==> config.mk <==
export PLATFORM = sky130hd
export DESIGN_NAME = bus_prof_counters
export DESIGN_NICKNAME = d
export VERILOG_FILES = /design/src/rtl/prof_pkg.sv /design/src/rtl/prof_counter.sv /design/src/rtl/prof_mem_bank.sv /design/src/rtl/prof_cycle_unit.sv /design/src/rtl/bus_prof_counters.sv
export SDC_FILE = /design/constraint.sdc
export NUM_CORES = 1
export LEC_CHECK = 0
export ABC_CLOCK_PERIOD_IN_PS = 5550
export BUFFER_PORTS_ARGS = -buffer_cell sky130_fd_sc_hd__buf_2
export CELL_PAD_IN_SITES_DETAIL_PLACEMENT = 2
export CELL_PAD_IN_SITES_GLOBAL_PLACEMENT = 2
export CORE_ASPECT_RATIO = 0.5
export CORE_UTILIZATION = 40
export CTS_CLUSTER_DIAMETER = 60
export CTS_CLUSTER_SIZE = 12
export DETAILED_ROUTE_END_ITERATION = 8
export MAX_ROUTING_LAYER = met4
export PLACE_DENSITY_LB_ADDON = 0.1
export SETUP_SLACK_MARGIN = 0.15
export SLEW_MARGIN = 0
export SYNTH_ARGS = -nofsm -noshare
export SYNTH_HDL_FRONTEND = slang
export SYNTH_SLANG_ARGS = --single-unit
==> constraint.sdc <==
create_clock -name clk -period 5.55 [get_ports clk]
set_clock_uncertainty 0.15 [all_clocks]
set_input_delay 1.665 -clock clk [delete_from_list [all_inputs] [get_ports clk]]
set_output_delay 1.665 -clock clk [all_outputs]
set_load 0.03 [all_outputs]
==> src/rtl/prof_pkg.sv <==
package prof_pkg;
  localparam int NUM_MEM = 7;
  localparam int REG_AW  = 4;

  // traffic counter slots; slot k is read at word address k+1
  localparam int MI_RD_UNITS = 0;
  localparam int MI_WR_UNITS = 1;
  localparam int MI_WR_BEATS = 2;
  localparam int MI_WR_REQS  = 3;
  localparam int MI_RD_BEATS = 4;
  localparam int MI_RD_REQS  = 5;
  localparam int MI_RD_LASTS = 6;

  localparam logic [REG_AW-1:0] A_HALT     = 4'd0;
  localparam logic [REG_AW-1:0] A_MEM_BASE = 4'd1;
  localparam logic [REG_AW-1:0] A_CYCLES   = 4'd8;
  localparam logic [REG_AW-1:0] A_IDLE     = 4'd9;
endpackage

==> src/rtl/prof_counter.sv <==
module prof_counter #(
  parameter int W      = 32,
  parameter int STEP_W = 1
) (
  input  logic              clk,
  input  logic              rst_n,
  input  logic              clr,
  input  logic              inc,
  input  logic [STEP_W-1:0] step,
  output logic [W-1:0]      count
);
  // clear has priority over increment; the sum wraps at W bits
  always_ff @(posedge clk or negedge rst_n) begin
    if (!rst_n)   count <= '0;
    else if (clr) count <= '0;
    else if (inc) count <= count + W'(step);
  end
endmodule

==> src/rtl/prof_mem_bank.sv <==
module prof_mem_bank
  import prof_pkg::*;
#(
  parameter int CNT_W  = 32,
  parameter int UNITS  = 1,
  parameter int STEP_W = 1
) (
  input  logic                            clk,
  input  logic                            rst_n,
  input  logic                            halt,
  input  logic [NUM_MEM-1:0]              ev,
  output logic [NUM_MEM-1:0][CNT_W-1:0]   cnt
);
  for (genvar i = 0; i < NUM_MEM; i++) begin : g_cnt
    localparam int STEP_V = (i == MI_RD_UNITS || i == MI_WR_UNITS) ? UNITS : 1;
    prof_counter #(.W(CNT_W), .STEP_W(STEP_W)) u_cnt (
      .clk   (clk),
      .rst_n (rst_n),
      .clr   (halt),
      .inc   (ev[i]),
      .step  (STEP_W'(STEP_V)),
      .count (cnt[i])
    );
  end
endmodule

==> src/rtl/prof_cycle_unit.sv <==
module prof_cycle_unit #(
  parameter int CNT_W     = 32,
  parameter int N_ENG     = 12,
  parameter int FETCH_IDX = 0
) (
  input  logic             clk,
  input  logic             rst_n,
  input  logic             clr,
  input  logic [N_ENG-1:0] eng_idle,
  output logic [CNT_W-1:0] cyc_cnt,
  output logic [CNT_W-1:0] idle_cnt
);
  localparam logic [N_ENG-1:0] FETCH_MASK = N_ENG'(1) << FETCH_IDX;

  logic others_idle;
  assign others_idle = &(eng_idle | FETCH_MASK);

  prof_counter #(.W(CNT_W), .STEP_W(1)) u_cyc (
    .clk(clk), .rst_n(rst_n), .clr(clr), .inc(1'b1), .step(1'b1), .count(cyc_cnt)
  );

  prof_counter #(.W(CNT_W), .STEP_W(1)) u_idle (
    .clk(clk), .rst_n(rst_n), .clr(clr), .inc(others_idle), .step(1'b1), .count(idle_cnt)
  );
endmodule

==> src/rtl/bus_prof_counters.sv <==
module bus_prof_counters
  import prof_pkg::*;
#(
  parameter int CNT_W     = 32,
  parameter int DATA_W    = 64,
  parameter int N_ENG     = 12,
  parameter int FETCH_IDX = 0
) (
  input  logic              clk,
  input  logic              rst_n,
  input  logic              ev_rd_req,
  input  logic              ev_wr_req,
  input  logic              ev_rd_beat,
  input  logic              ev_wr_beat,
  input  logic              ev_rd_last,
  input  logic [N_ENG-1:0]  eng_idle,
  input  logic              reg_wr,
  input  logic [REG_AW-1:0] reg_waddr,
  input  logic [31:0]       reg_wdata,
  input  logic [REG_AW-1:0] reg_raddr,
  output logic [31:0]       reg_rdata
);
  localparam int UNITS  = DATA_W / 64;
  localparam int STEP_W = $clog2(UNITS + 1);

  logic                          halt_q;
  logic                          halt_next;
  logic                          cyc_clr;
  logic [NUM_MEM-1:0]            mem_ev;
  logic [NUM_MEM-1:0][CNT_W-1:0] mem_cnt;
  logic [CNT_W-1:0]              cyc_cnt;
  logic [CNT_W-1:0]              idle_cnt;

  // a write to the halt register takes effect at its own edge
  assign halt_next = (reg_wr && reg_waddr == A_HALT) ? reg_wdata[0] : halt_q;
  assign cyc_clr   = reg_wr && reg_waddr == A_CYCLES;

  always_ff @(posedge clk or negedge rst_n) begin
    if (!rst_n) halt_q <= 1'b0;
    else        halt_q <= halt_next;
  end

  always_comb begin
    mem_ev              = '0;
    mem_ev[MI_RD_UNITS] = ev_rd_beat;
    mem_ev[MI_WR_UNITS] = ev_wr_beat;
    mem_ev[MI_WR_BEATS] = ev_wr_beat;
    mem_ev[MI_WR_REQS]  = ev_wr_req;
    mem_ev[MI_RD_BEATS] = ev_rd_beat;
    mem_ev[MI_RD_REQS]  = ev_rd_req;
    mem_ev[MI_RD_LASTS] = ev_rd_last;
  end

  prof_mem_bank #(.CNT_W(CNT_W), .UNITS(UNITS), .STEP_W(STEP_W)) u_mem (
    .clk   (clk),
    .rst_n (rst_n),
    .halt  (halt_next),
    .ev    (mem_ev),
    .cnt   (mem_cnt)
  );

  prof_cycle_unit #(.CNT_W(CNT_W), .N_ENG(N_ENG), .FETCH_IDX(FETCH_IDX)) u_cyc (
    .clk      (clk),
    .rst_n    (rst_n),
    .clr      (cyc_clr),
    .eng_idle (eng_idle),
    .cyc_cnt  (cyc_cnt),
    .idle_cnt (idle_cnt)
  );

  always_comb begin
    reg_rdata = '0;
    if (reg_raddr == A_HALT)   reg_rdata[0] = halt_q;
    if (reg_raddr == A_CYCLES) reg_rdata = 32'(cyc_cnt);
    if (reg_raddr == A_IDLE)   reg_rdata = 32'(idle_cnt);
    for (int i = 0; i < NUM_MEM; i++) begin
      if (reg_raddr == REG_AW'(int'(A_MEM_BASE) + i)) reg_rdata = 32'(mem_cnt[i]);
    end
  end
endmodule

== Word level (Yosys, flattened, before mapping) ==
Index checks and enable logic that the tools add are counted.

* ROM bits: 0
* Bits in latches: 0
* Word-level logic and storage cells: 68
* Output and inout bits: 32
* Input port bits: 60
* RAM bits: 0
* Flip-flop bits (word level): 289
* Memories: 0

* Magnitude comparators: 0
* Reductions and logical operators: 11
* Bitwise logic cells: 0
* Multipliers: 0
* Equal/unequal tests: 10
* Div/mod/pow operators: 0
* Add/sub/neg operators: 9
* Mux-type cells: 28
* Shifts and indexed selects: 0

{| class="wikitable"
|+ Operators by type and width
! cell !! count
|-
| two-way mux 32 bit || 26
|-
| adder 32 x 1 -> 32 bit (second input constant) || 9
|-
| equality test 4 x 3 -> 1 bit (second input constant) || 4
|-
| equality test 4 bit (second input constant) || 3
|-
| nonzero test 2 bit || 6
|-
| AND reduction 11 bit || 1
|-
| equality test 4 x 2 -> 1 bit (second input constant) || 2
|-
| zero test 4 bit || 2
|-
| equality test 4 x 1 -> 1 bit (second input constant) || 1
|-
| logical AND 1 bit || 2
|-
| two-way mux 1 bit || 2
|}

== Logic depth before layout (Yosys ltp) ==
* Word-level depth: 11
* Depth in mapped cells: 8
* Mapped depth without buffers: 6

== Hierarchy ==
From an unflattened synthesis, not the netlist that was laid out.

* Cell total of the unflattened synthesis: 2150
* Area total of the unflattened synthesis: 18913.1 um^2

{| class="wikitable"
|+ Modules (own cells, without submodules)
! module !! cells each !! instances !! sequential area each (um^2) !! area an instance (um^2)
|-
| prof_counter at u_cyc.u_cyc ... || 190 || 8 || 800.8 || 1761.7
|-
| bus_prof_counters || 440 || 1 || 25.0 || 3044.2
|-
| prof_counter at u_cyc.u_idle || 184 || 1 || 800.8 || 1740.4
|-
| prof_cycle_unit || 5 || 1 || 0.0 || 31.3
|-
| prof_mem_bank || 1 || 1 || 0.0 || 3.8
|}

== Worst setup path before layout ==
OpenSTA, ideal clock, no wires.

* Path kind: input to output
* From: input port reg_raddr[3]
* To: output port reg_rdata[31]
* Stages on the path: 7
* Arrival: 3448 ps
* Data required time: 3735 ps
* Slack: 287 ps
* Buffers on the path: 3
* Cell sequence: buf_2 -> buf_1 -> clkbuf_1 -> a21oi_1 -> o32ai_1 -> o21ai_0 -> a21oi_1

* Longest elaborated chain between the ends: 10
* Elaborated cells between the ends (all ways): 18
* Classes of those cells: 9 x eq/ne; 9 x mux

{| class="wikitable"
|+ RTL lines
! item !! RTL line !! text
|-
| start, declared || bus_prof_counters.sv:20 || <nowiki>input logic [REG_AW-1:0] reg_raddr,</nowiki>
|-
| equality test 4 bit || bus_prof_counters.sv:74 || <nowiki>if (reg_raddr == A_CYCLES) reg_rdata = 32'(cyc_cnt);</nowiki>
|-
| two-way mux 32 bit || bus_prof_counters.sv:74 ||
|-
| two-way mux 32 bit || bus_prof_counters.sv:75 || <nowiki>if (reg_raddr == A_IDLE) reg_rdata = 32'(idle_cnt);</nowiki>
|-
| two-way mux 32 bit (6 in series) || bus_prof_counters.sv:77 || <nowiki>if (reg_raddr == REG_AW'(int'(A_MEM_BASE) + i)) reg_rdata = 32'(mem_cnt[i]);</nowiki>
|-
| two-way mux 32 bit * || bus_prof_counters.sv:77 ||
|-
| end, declared || bus_prof_counters.sv:21 || <nowiki>output logic [31:0] reg_rdata</nowiki>
|}

Every way passes the cells marked *; elsewhere a longest branch is shown, timed or not.

== Worst setup path after layout ==
* From: input port reg_raddr[2]
* To: output port reg_rdata[1]

The elaborated chain is that of the path after synthesis.

==> run_results.csv <==
group,metric,value,unit
synth,ys.flop_type,"dfrtp_1",
clock_tree,clockRootBuffer,"clkbuf_16",
sta,fin_tns_setup,0,ps
sta,fin_crit,5430,ps
placement,port_buffers,59,
floorplanning,core,40800,sq um
power_and_ir_drop,p_total,5.11,mW
setup_path,crit_top_cell,"buf_4",
global_routing,grt_usage,30.4,%
route,routedWlPerCell,25.4,microns
global_routing,grt_pass1_vias,16000,
synth,muxShareOfSynthArea,4.39,%
synth,yosysSeqAreaShare,43.3,%
clock_tree,cts_tree,"done",
layout,drive_above_1_share,12.1,%
status,outcome,"finished, final reports clean",
route,drtAntennaViolNets,0,
global_routing,grt_max_degree,112,
synth,synth_edf_count,0,
flow_run,timing.max_cap.violations,0,
route,drtIter0Drc,1043,
setup_path,arrival,3610,ps
setup_path,cp.required,3730,ps
sta,finalCritPeriodShare,97.8,%
floorplanning,io_pins,92,
layout,antenna_cells,0,
route,drc,0,
setup_path,crit_chain,"buf_2 -> clkinv_1 -> buf_4 -> nand3_1 -> buf_4 -> o21ai_0 -> a22o_1 -> a21oi_1 -> buf_4 -> buf_2",
global_routing,grt-ovfl-total,0,
setup_path,crit_path_start_kind,"input pin",
floorplanning,die_area,42600,sq um
synth,synth_common_cells,"nor2_1 (344), dfrtp_1 (289), xor2_1 (164)",
synth,synth.avg_cell_area,9.05,sq um
power_and_ir_drop,ir_worst_vdd,224,uV
setup_path,cp_slowest_cell,"a21oi_1",
sta,worstMarginPinSlew,1120,ps
synth,synth-simple-area-share,26.6,%
route,vias_per_cell,6.03,
synth,syn_area,16700,sq um
layout,nNetsFinal,1982,
synth,synth-adder-area-share,0.675,%
clock_tree,holdBufCountCts,0,
setup_path,reg2reg_slack,2760,ps
floorplanning,core.rowCount,52,
sta,setup_viol,0,
power_and_ir_drop,power.density,274,nW/um^2
route,routed_wirelength,62400,microns
synth,synth_top_family_by_area,"simple AND/OR/NAND/NOR gates",
setup_path,crit_path_end_kind,"primary output",
synth,ys_ff_latch,289,
synth,synthArstFlopShare,100,%
synth,synth_xor_area_share,13.1,%
layout,synthToLayoutAreaGrowth,12.0,%
synth,synth.largest_area_cell,"dfrtp_1",
sta,drv_slew,0,
setup_path,path_class,"input pin to primary output",
floorplanning,die_h,146,microns
sta,hold_violations,0,
synth,synth_compound_area_share,8.95,%
power_and_ir_drop,power.leakage,7.96,nW
clock_tree,clkTransAtPathRegs,60,ps
sta,rsz0062_at_grt,"yes",
clock_tree,htreeDepth,1,
clock_tree,cts_buffer_depth,3,
global_routing,grt_pass1_wl,96900,microns
sta,slew_headroom,25.0,%
setup_path,cp_max_fo,8,
clock_tree,cts_made_buffers,28,
synth,synth_most_common_cell,"nor2_1",
placement,dp_hpwl,45900,microns
global_routing,antenna_found_initial,0,
synth,synth_cells,1844,
setup_path,slowest_delay,310,ps
synth,syn_nets,1913,
clock_tree,worstSkewPairLatency,580,ps
route,firstDrtPassIters,5,
synth,yosys.cell_types.count,63,
route,num_vias,14800,
floorplanning,fp.dieW,291,microns
sta,fmax,184,MHz
clock_tree,cts_sinks,289,
synth,synthTopCellsByArea,"dfrtp_1 (43%), xor2_1 (8.6%), nor2_1 (7.7%)",
synth,ys.warnings.count,0,
placement,gp_congestion,0.977,
hold_path,min_path_type,"register to register",
synth,synth_top_area_share,43.3,%
floorplanning,initial_core_util,40.9,%
power by group:
group          internal (mW)  switching, mW
sequential              2.24          0.243
combinational          0.269          0.554
clock                  0.944          0.862
total                   3.45           1.66
worst max-delay path, delay by kind of cell:
kind,cells,cell delay (ps)
AOI/OAI and AO/OA,3,680
buffers and inverters,6,1150
and+or+nand+nor,1,100
cell type report:
| cell class | count | area (sq um) |
|---|---|---|
| clock buffers | 31 | 753 |
| clock inverters | 1 | 8.76 |
| fillers | 4382 | 22100 |
| inverters | 27 | 106 |
| multi-input cells | 1437 | 8990 |
| flip-flops and latches | 289 | 7230 |
| well taps | 540 | 676 |
| repair buffers | 130 | 927 |
path summary, 6_finish.rpt:
check / from / cells after the start / endpoint
min reg2reg: u_cyc.u_cyc.count[0] / 1 / u_cyc.u_cyc.count[0]
min in group asynchronous: rst_n / 1 / u_mem.g_cnt[5].u_cnt.count[10]
max in group asynchronous: rst_n / 2 / u_mem.g_cnt[0].u_cnt.count[31]
max reg2reg: u_mem.g_cnt[3].u_cnt.count[0] / 6 / u_mem.g_cnt[3].u_cnt.count[24]
max: reg_raddr[2] / 10 / reg_rdata[1]
min: u_cyc.u_cyc.count[0] / 1 / u_cyc.u_cyc.count[0]
routing by layer:
layer | wire length, microns | global-route usage, %
met1 | 28800 | 41.6
met2 | 28700 | 47.8
met3 | 3670 | 4.72
met4 | 1170 | 6.01
met5 | 0 | -
registers in the layout (all words and copies together), names as in the netlist:
signal                   flops
halt_q                       1
u_mem.g_cnt.u_cnt.count    224
u_cyc.u_idle.count          32
u_cyc.u_cyc.count           32
cells in the final DEF (no fill, tap or decap), drive strengths merged, types with 28 or more instances in the layout:
master	netlist	final
o21ai	51	51
buf	43	129
xor2	164	164
nor3	33	33
nand4	104	104
a21oi	78	78
and3	34	34
nor4	37	37
nand2	117	117
mux2	30	30
xnor2	85	85
mux2i	39	39
dfrtp	289	289
and4	28	28
nor2	344	344
clkbuf	48	32
nand3	111	111
stage by stage:
step / instance area [sq um] / worst slack [ps] / hold slack (ps) / util, % / cells
after floorplan: 16700 / 287 / 304 / - / 1844
after global placement: 17900 / 203 / 331 / 43.8 / 2421
after detailed placement: 17900 / 126 / 359 / 43.8 / 2421
after CTS: 18600 / 157 / 380 / 45.7 / 2453
after global routing: 18700 / 130 / 411 / 45.8 / 2455
final: 18700 / 124 / 377 / 45.8 / 2455
what timing repair did:
action | in CTS | in global routing
endpoints found under the hold margin | 0 | 0
endpoints found under the setup margin | 2 | 13
buffers inserted | 0 | 2
cloned | 0 | 0
resized for setup | 2 | 8
cell families (layout without fill, tap and decap cells):
kind of cell             Yosys count  count (layout)
AND/OR/NAND/NOR                  882             882
flip-flops                       289             289
XOR/XNOR                         249             249
AO/OA/AOI/OAI                    228             228
buffers and inverters            118             189
multiplexers                      69              69
adder cells (fa/ha/maj)            9               9
Note: power is estimated with default switching activity, not from simulation.
